--- src/rtl/rtc_bank_pkg.sv ---
// Shared constants, the time vector type and BCD helpers for the RTC bank.
// Assumes every stored time byte is valid BCD except the binary weekday.
package rtc_bank_pkg;
    localparam int NREG  = 8;
    localparam int IDX_W = $clog2(NREG);

    localparam int IX_SEC  = 0;
    localparam int IX_MIN  = 1;
    localparam int IX_HOUR = 2;
    localparam int IX_DATE = 3;
    localparam int IX_MON  = 4;
    localparam int IX_YEAR = 5;
    localparam int IX_WDAY = 6;
    localparam int IX_CEN  = 7;

    typedef logic [NREG-1:0][7:0] tm_t;

    // Increment a two-digit BCD byte (caller handles the wrap)
    function automatic logic [7:0] bcd_inc(input logic [7:0] v);
        if (v[3:0] >= 4'd9) return {v[7:4] + 4'd1, 4'd0};
        return v + 8'd1;
    endfunction

    // Binary value of a two-digit BCD byte
    function automatic logic [6:0] bcd_val(input logic [7:0] v);
        return {3'b000, v[7:4]} * 7'd10 + {3'b000, v[3:0]};
    endfunction

    // Bits kept when a byte is written to a given time slot
    function automatic logic [7:0] field_mask(input int i);
        if (i == IX_HOUR) return 8'hBF;
        if (i == IX_WDAY) return 8'h07;
        return 8'hFF;
    endfunction
endpackage

--- src/rtl/rtc_month_len.sv ---
// Last day of the month in BCD for a given month, year and century.
// Assumes BCD inputs; a year of 00 is leap only when the century is a multiple of 4.
module rtc_month_len
    import rtc_bank_pkg::*;
(
    input  logic [7:0] month,
    input  logic [7:0] year,
    input  logic [7:0] century,
    output logic [7:0] last_day
);
    logic [6:0] yb;
    logic [6:0] cb;
    logic       leap;

    // Leap decision from the binary year and century
    always_comb begin
        yb   = bcd_val(year);
        cb   = bcd_val(century);
        leap = ((yb % 7'd4) == 7'd0) && ((yb != 7'd0) || ((cb % 7'd4) == 7'd0));
    end

    // Month length lookup
    always_comb begin
        case (month)
            8'h02:                      last_day = leap ? 8'h29 : 8'h28;
            8'h04, 8'h06, 8'h09, 8'h11: last_day = 8'h30;
            default:                    last_day = 8'h31;
        endcase
    end
endmodule

--- src/rtl/rtc_time_adv.sv ---
// Combinational one-second advance of a full BCD time vector.
// Assumes valid field values; the hour byte bit 7 selects 24-hour counting.
module rtc_time_adv
    import rtc_bank_pkg::*;
(
    input  tm_t cur,
    output tm_t nxt
);
    logic [7:0] last_day;
    logic       c_s, c_m, c_h, c_d, c_mo, c_y;
    logic [7:0] hv, h12, h_inc;
    logic       pm;

    rtc_month_len u_mlen (
        .month   (cur[IX_MON]),
        .year    (cur[IX_YEAR]),
        .century (cur[IX_CEN]),
        .last_day(last_day)
    );

    // Carry chain from seconds up to century
    always_comb begin
        nxt   = cur;
        hv    = cur[IX_HOUR] & 8'h3F;
        h12   = cur[IX_HOUR] & 8'h1F;
        pm    = cur[IX_HOUR][5];
        h_inc = 8'h00;
        c_h   = 1'b0;

        c_s = cur[IX_SEC] >= 8'h59;
        nxt[IX_SEC] = c_s ? 8'h00 : bcd_inc(cur[IX_SEC]);

        c_m = c_s && (cur[IX_MIN] >= 8'h59);
        if (c_s) nxt[IX_MIN] = c_m ? 8'h00 : bcd_inc(cur[IX_MIN]);

        if (c_m) begin
            if (cur[IX_HOUR][7]) begin
                c_h   = hv >= 8'h23;
                h_inc = bcd_inc(hv);
                nxt[IX_HOUR] = c_h ? 8'h80 : (h_inc | 8'h80);
            end else if (h12 == 8'h11) begin
                c_h = pm;
                nxt[IX_HOUR] = {2'b00, ~pm, 5'h12};
            end else if (h12 >= 8'h12) begin
                nxt[IX_HOUR] = {2'b00, pm, 5'h01};
            end else begin
                h_inc = bcd_inc(h12);
                nxt[IX_HOUR] = h_inc | {2'b00, pm, 5'h00};
            end
        end

        c_d = c_h && (cur[IX_DATE] >= last_day);
        if (c_h) begin
            nxt[IX_DATE] = c_d ? 8'h01 : bcd_inc(cur[IX_DATE]);
            nxt[IX_WDAY] = (cur[IX_WDAY] >= 8'd6) ? 8'd0 : cur[IX_WDAY] + 8'd1;
        end

        c_mo = c_d && (cur[IX_MON] >= 8'h12);
        if (c_d) nxt[IX_MON] = c_mo ? 8'h01 : bcd_inc(cur[IX_MON]);

        c_y = c_mo && (cur[IX_YEAR] >= 8'h99);
        if (c_mo) nxt[IX_YEAR] = c_y ? 8'h00 : bcd_inc(cur[IX_YEAR]);

        if (c_y) nxt[IX_CEN] = (cur[IX_CEN] >= 8'h99) ? 8'h00 : bcd_inc(cur[IX_CEN]);
    end

    // Guards on the advanced seconds and weekday
    always_comb begin
        if (cur[IX_SEC] == 8'h59)
            assert_sec_wrap_R3: assert (nxt[IX_SEC] == 8'h00);
        if (cur[IX_WDAY] < 8'd7)
            assert_wday_range_R7: assert (nxt[IX_WDAY] < 8'd7);
    end
endmodule

--- src/rtl/rtc_wr_stage.sv ---
// Write staging for the time bytes: collects a burst and hands a commit to the bank.
// Assumes the bank loads commit_tm in the cycle commit is high.
module rtc_wr_stage
    import rtc_bank_pkg::*;
(
    input  logic             clk,
    input  logic             rst_n,
    input  tm_t              live,
    input  logic             wr_en,
    input  logic             wr_last,
    input  logic             hit,
    input  logic [IDX_W-1:0] idx,
    input  logic [7:0]       wr_data,
    output logic             open,
    output logic             commit,
    output logic             commit_touch,
    output tm_t              commit_tm
);
    tm_t  stage;
    tm_t  base;
    logic touched;
    logic touch_c;

    // Start a burst from the live time, continue from the staged copy
    always_comb begin
        base    = open ? stage : live;
        touch_c = (open && touched) || hit;
    end

    // Replace the addressed byte in the merged vector
    for (genvar g = 0; g < NREG; g++) begin : g_merge
        assign commit_tm[g] = (hit && (idx == IDX_W'(g))) ? (wr_data & field_mask(g)) : base[g];
    end

    assign commit       = wr_en && wr_last;
    assign commit_touch = touch_c;

    // Burst state: open flag, staged bytes, time-write record
    always_ff @(posedge clk) begin
        if (!rst_n) begin
            open    <= 1'b0;
            touched <= 1'b0;
            stage   <= '0;
        end else if (wr_en) begin
            if (wr_last) begin
                open    <= 1'b0;
                touched <= 1'b0;
            end else begin
                open    <= 1'b1;
                touched <= touch_c;
                stage   <= commit_tm;
            end
        end
    end
endmodule

--- src/rtl/rtc_bcd_bank.sv ---
// RTC register bank: live BCD time, tick advance, staged burst writes, failure flag.
// Assumes sec_tick pulses at most about once per second; one held tick is kept.
module rtc_bcd_bank
    import rtc_bank_pkg::*;
#(
    parameter int unsigned          ADDR_W    = 16,
    parameter logic [ADDR_W-1:0]    TIME_BASE = 'h30,
    parameter logic [ADDR_W-1:0]    STAT_ADDR = 'h3F
) (
    input  logic              clk,
    input  logic              rst_n,
    input  logic              sec_tick,
    input  logic [ADDR_W-1:0] addr,
    input  logic              wr_en,
    input  logic [7:0]        wr_data,
    input  logic              wr_last,
    output logic [7:0]        rd_data
);
    localparam tm_t RESET_TM = {8'h20, 8'h00, 8'h00, 8'h01, 8'h01, 8'h80, 8'h00, 8'h00};

    tm_t              live;
    tm_t              adv_tm;
    tm_t              commit_tm;
    logic [ADDR_W-1:0] off;
    logic             in_range;
    logic [IDX_W-1:0] idx;
    logic             stg_open, commit, commit_touch;
    logic             busy, pend, go, fail;

    // Address decode into the time window
    always_comb begin
        off      = addr - TIME_BASE;
        in_range = off < ADDR_W'(NREG);
        idx      = off[IDX_W-1:0];
    end

    rtc_wr_stage u_stage (
        .clk         (clk),
        .rst_n       (rst_n),
        .live        (live),
        .wr_en       (wr_en),
        .wr_last     (wr_last),
        .hit         (wr_en && in_range),
        .idx         (idx),
        .wr_data     (wr_data),
        .open        (stg_open),
        .commit      (commit),
        .commit_touch(commit_touch),
        .commit_tm   (commit_tm)
    );

    rtc_time_adv u_adv (
        .cur(live),
        .nxt(adv_tm)
    );

    assign busy = stg_open || wr_en;
    assign go   = (sec_tick || pend) && !busy;

    // Held tick while a write is in progress
    always_ff @(posedge clk) begin
        if (!rst_n)    pend <= 1'b0;
        else if (busy) pend <= pend || sec_tick;
        else           pend <= 1'b0;
    end

    // Live time: commit has priority, ticks advance otherwise
    always_ff @(posedge clk) begin
        if (!rst_n)      live <= RESET_TM;
        else if (commit) live <= commit_tm;
        else if (go)     live <= adv_tm;
    end

    // Clock-failure flag: set by reset, cleared by a committed time write
    always_ff @(posedge clk) begin
        if (!rst_n)                       fail <= 1'b1;
        else if (commit && commit_touch)  fail <= 1'b0;
    end

    // Read multiplexer
    always_comb begin
        rd_data = 8'h00;
        if (in_range)               rd_data = live[idx];
        else if (addr == STAT_ADDR) rd_data = {7'd0, fail};
    end

    assert_hold_live_R9: assert property (@(posedge clk) disable iff (!rst_n)
        (stg_open && !wr_en) |=> $stable(live));
    assert_pend_hold_R10: assert property (@(posedge clk) disable iff (!rst_n)
        (busy && sec_tick) |=> pend);
    assert_fail_no_rise_R11: assert property (@(posedge clk) disable iff (!rst_n)
        !$rose(fail));
    assert_fail_clear_R11: assert property (@(posedge clk) disable iff (!rst_n)
        (commit && commit_touch) |=> !fail);
endmodule

--- config.mk ---
export PLATFORM = sky130hd
export DESIGN_NAME = rtc_bcd_bank
export DESIGN_NICKNAME = d
export VERILOG_FILES = /design/src/rtl/rtc_bank_pkg.sv /design/src/rtl/rtc_month_len.sv /design/src/rtl/rtc_time_adv.sv /design/src/rtl/rtc_wr_stage.sv /design/src/rtl/rtc_bcd_bank.sv
export SDC_FILE = /design/constraint.sdc
export NUM_CORES = 1
export LEC_CHECK = 0
export BUFFER_PORTS_ARGS = -buffer_cell sky130_fd_sc_hd__buf_2
export CAP_MARGIN = 20
export CELL_PAD_IN_SITES_DETAIL_PLACEMENT = 0
export CELL_PAD_IN_SITES_GLOBAL_PLACEMENT = 1
export CORE_MARGIN = 2
export CORE_UTILIZATION = 53
export DETAILED_ROUTE_END_ITERATION = 8
export MAX_ROUTING_LAYER = met4
export PLACE_DENSITY = 0.94
export SLEW_MARGIN = 20
export SYNTH_ARGS = -nofsm -noshare
export SYNTH_HDL_FRONTEND = slang
export SYNTH_HIERARCHICAL = 1
export SYNTH_SLANG_ARGS = --single-unit
--- constraint.sdc ---
create_clock -name clk -period 12.6 [get_ports clk]
set_input_delay 0.63 -clock clk [delete_from_list [all_inputs] [get_ports clk]]
set_output_delay 0.63 -clock clk [all_outputs]
set_load 0.01 [all_outputs]
==> results_dict.tcl <==
set metrics [dict create \
    status "finished clean" \
    vias 8794 \
    hold_ws_ns 0.458 \
    chipWidth_um 143 \
    hp-start "fail$_SDFFE_PN1P_" \
    setup_viol 0 \
    finalWirelength_um 28400 \
    die_area_um2 20500 \
    hold_viol_final 0 \
    htree_num_levels 4 \
    internal_power_mw 0.855 \
    ant_nets 0 \
    swShare_pct 31.9 \
    ioPinCount 37 \
    period_share_pct 38.8 \
    drt-initial-drc-count 741 \
    ys_seq_area_share_pct 25.7 \
    fillCellCount 1733 \
    slew_viol_final 0 \
    first_pass_iters 5 \
    hold_class "reg2reg" \
    drc 0 \
    grt_setup_unrepaired "no" \
    crit_start "live[44]$_SDFFE_PN0P_" \
    p_leak_nw 5.05 \
    crit_top_cell "ha_1" \
    vias_per_cell 6.27 \
    postSynth.asyncResetShare_pct 0 \
    irDropWorstVdd_mv 0.0999 \
    die_h_um 143 \
    max_freq_ghz 0.204 \
    tightest_slew_ns 1.01 \
    cp_slowest_stage_delay_ns 0.65 \
    cts_buffer_depth 2 \
    required_ns 12.92 \
    wl_per_cell_um 20.3 \
    grt_pass1_wl_um 44100 \
    clkPwrFrac_pct 38.4 \
    drive_above_1_share_pct 15.3 \
    mostFrequentLayoutCells "mux2i_1, dfxtp_1, inv_1, nand2_1, o211a_1" \
    finalNetCount 1210 \
    clkTransAtPathRegs_ns 0.06 \
    clkSinkCount 132 \
    cts_resized 0 \
    pwr-share-comb_pct 21.9 \
    yosysWarnings 6 \
    relSlewSlack_pct 32.8 \
    initial_core_util_pct 54.4 \
    num_rows 50 \
    finalCriticalPeriod_ns 4.89 \
    crit_type "reg2reg" \
    place_congestion 0.904 \
    maxCapViolCount 0 \
    syn2layout_area_growth_pct 6.98 \
    arrival_ns 5.22 \
    synth_area_per_cell_um2 8.98 \
    min_path_cells 2 \
    reg2regPathDepth 18 \
    p_sw_mw 0.400 \
    core_um2 18900 \
    syn-instance-count 1144 \
    r2r_end "live[42]$_SDFFE_PN0P_" \
    cts_root_buf "clkbuf_16" \
    grt_max_degree 73 \
    grtUsageTotal_pct 28.5 \
    critPathMaxFanout 16 \
    ys.flop_type "dfxtp_1" \
    clk_latency_ns 0.43 \
    cts_tree "built" \
    hold_end "fail$_SDFFE_PN1P_" \
    cp-start-kind "flop" \
    crit_buf_inv 2 \
    postCtsSetupBuffers 0 \
    rrSetupSlack_ns 7.71 \
    grt_pass1_vias 8137 \
    worstPathCellList "ha_1 -> ha_1 -> inv_1 -> fa_1 -> xor2_1 -> a211o_1 -> a2111oi_0 -> o221ai_1 -> ha_1 -> nor2b_1 -> o21ai_0 -> a41oi_2 -> buf_4 -> or4_2 -> a22o_1 -> mux2i_1 -> nand2_1 -> o211a_1" \
    io_buffers 36 \
    cts_inserted_buffers 17 \
    skew_ns 0.00822 \
    crit_family "compound AO/OA/AOI/OAI gates" \
    final_common_cell "mux2i_1" \
    antenna_found_initial 3 \
    cts_hold_buffers 0 \
    hpwl_um 17800 \
    reg2reg_from "live[44]$_SDFFE_PN0P_" \
    powerDensity_nw_per_um2 114 \
    setup_tns_ns 0 \
    ys_ff_latch 132 \
    crit_slowest_cell "or4_2" \
    seqPwrFrac_pct 39.8 \
    critPathCaptureType "flop" \
    synth_edf_count 0 \
    grt_overflow 0 \
    ys_types 81 \
    syn_area_um2 10300 \
]
layout make-up:
cell class                 count  area, um2  area share, %
timing repair buffer          47        263           2.39
clock inverter                 9       78.8          0.717
antenna                        3       7.51         0.0683
tap                          260        325           2.96
sequential                   132       2650           24.1
clock buffer                  22        484           4.41
inverter                     114        428           3.89
multi-input combinational    815       6760           61.5
worst register-to-register path: stages (launching register included):
cell and delay (ns):
dfxtp_1 0.54, ha_1 0.22, ha_1 0.14, inv_1 0.05, fa_1 0.37, xor2_1 0.20
a211o_1 0.29, a2111oi_0 0.40, o221ai_1 0.20, ha_1 0.31, nor2b_1 0.04, o21ai_0 0.21
a41oi_2 0.31, buf_4 0.31, or4_2 0.65, a22o_1 0.24, mux2i_1 0.12, nand2_1 0.07
o211a_1 0.14
layer usage:
| metal | track usage, % | routed length (um) | vias to the layer above |
|---|---|---|---|
| met5 | - | 0 | - |
| met1 | 38.8 | 13100 | 4316 |
| met3 | 5.00 | 1940 | 39 |
| met2 | 42.7 | 12600 | 305 |
| li1 | - | - | 4134 |
| met4 | 10.2 | 684 | 0 |
synthesized netlist by cell type, drive strengths merged, types with 9 or more instances:
cell	n	area share, %
mux2i	134	13
dfxtp	132	26
inv	114	4.2
nand2	94	3.4
o211a	60	5.8
mux2	59	6.5
o2bb2ai	56	4.8
ha	52	6.3
nor2	50	1.8
buf	48	3.3
o21ai	47	2.3
clkbuf	38	1.4
a21oi	23	1.1
nand3	23	1.1
mux4	16	3.7
nor4	15	0.91
nor2b	13	0.86
or3	11	0.67
o31ai	10	0.73
and2	9	0.55
nor3b	9	0.77
o41ai	9	0.77
power groups by stage:
stage	clock, mW	combinational, mW	sequential (mW)
2_1_floorplan	0	0.221	0.483
3_3_place_gp	0	0.262	0.505
3_5_place_dp	0	0.269	0.506
4_1_cts	0.486	0.271	0.497
5_1_grt	0.506	0.303	0.503
6_report	0.481	0.274	0.499
per-stage QoR:
stage	util [%]	cells	instance area (um2)	total power, mW	worst slack, ns
finish	58.2	1402	11000	1.25	7.71
global route	58.2	1401	11000	1.31	7.28
CTS	58.1	1399	11000	1.25	7.73
detailed placement	55.2	1368	10400	0.775	7.76
global placement	55.2	1368	10400	0.767	7.81
floorplan	-	1147	10300	0.704	8.34
worst max path at each step:
stage / cells after the start / end / slack (ns)
after floorplan: 18 / live[56]$_SDFFE_PN0P_ / 8.34
after global placement: 18 / live[42]$_SDFFE_PN0P_ / 7.81
after detailed placement: 18 / live[42]$_SDFFE_PN0P_ / 7.76
after CTS: 18 / live[42]$_SDFFE_PN0P_ / 7.73
after global routing: 18 / live[32]$_SDFFE_PN1P_ / 7.28
final: 18 / live[42]$_SDFFE_PN0P_ / 7.71
sequential cells by signal (all words and copies together), names as in the netlist:
register / cells
fail: 1
live: 64
pend: 1
u_stage/open: 1
u_stage/stage: 64
u_stage/touched: 1
cell families after synthesis:
kind of cell	count (synthesis)	share of synthesized area [%]
and+or+nand+nor	282	14.8
AOI/OAI and AO/OA	254	19.7
muxes	209	23.2
buffers and inverters	200	8.88
DFF	132	25.7
adders and majority gates	54	6.72
xor gates and xnor gates	10	0.853
other	3	0.110
(Power assumes the default switching activity.)
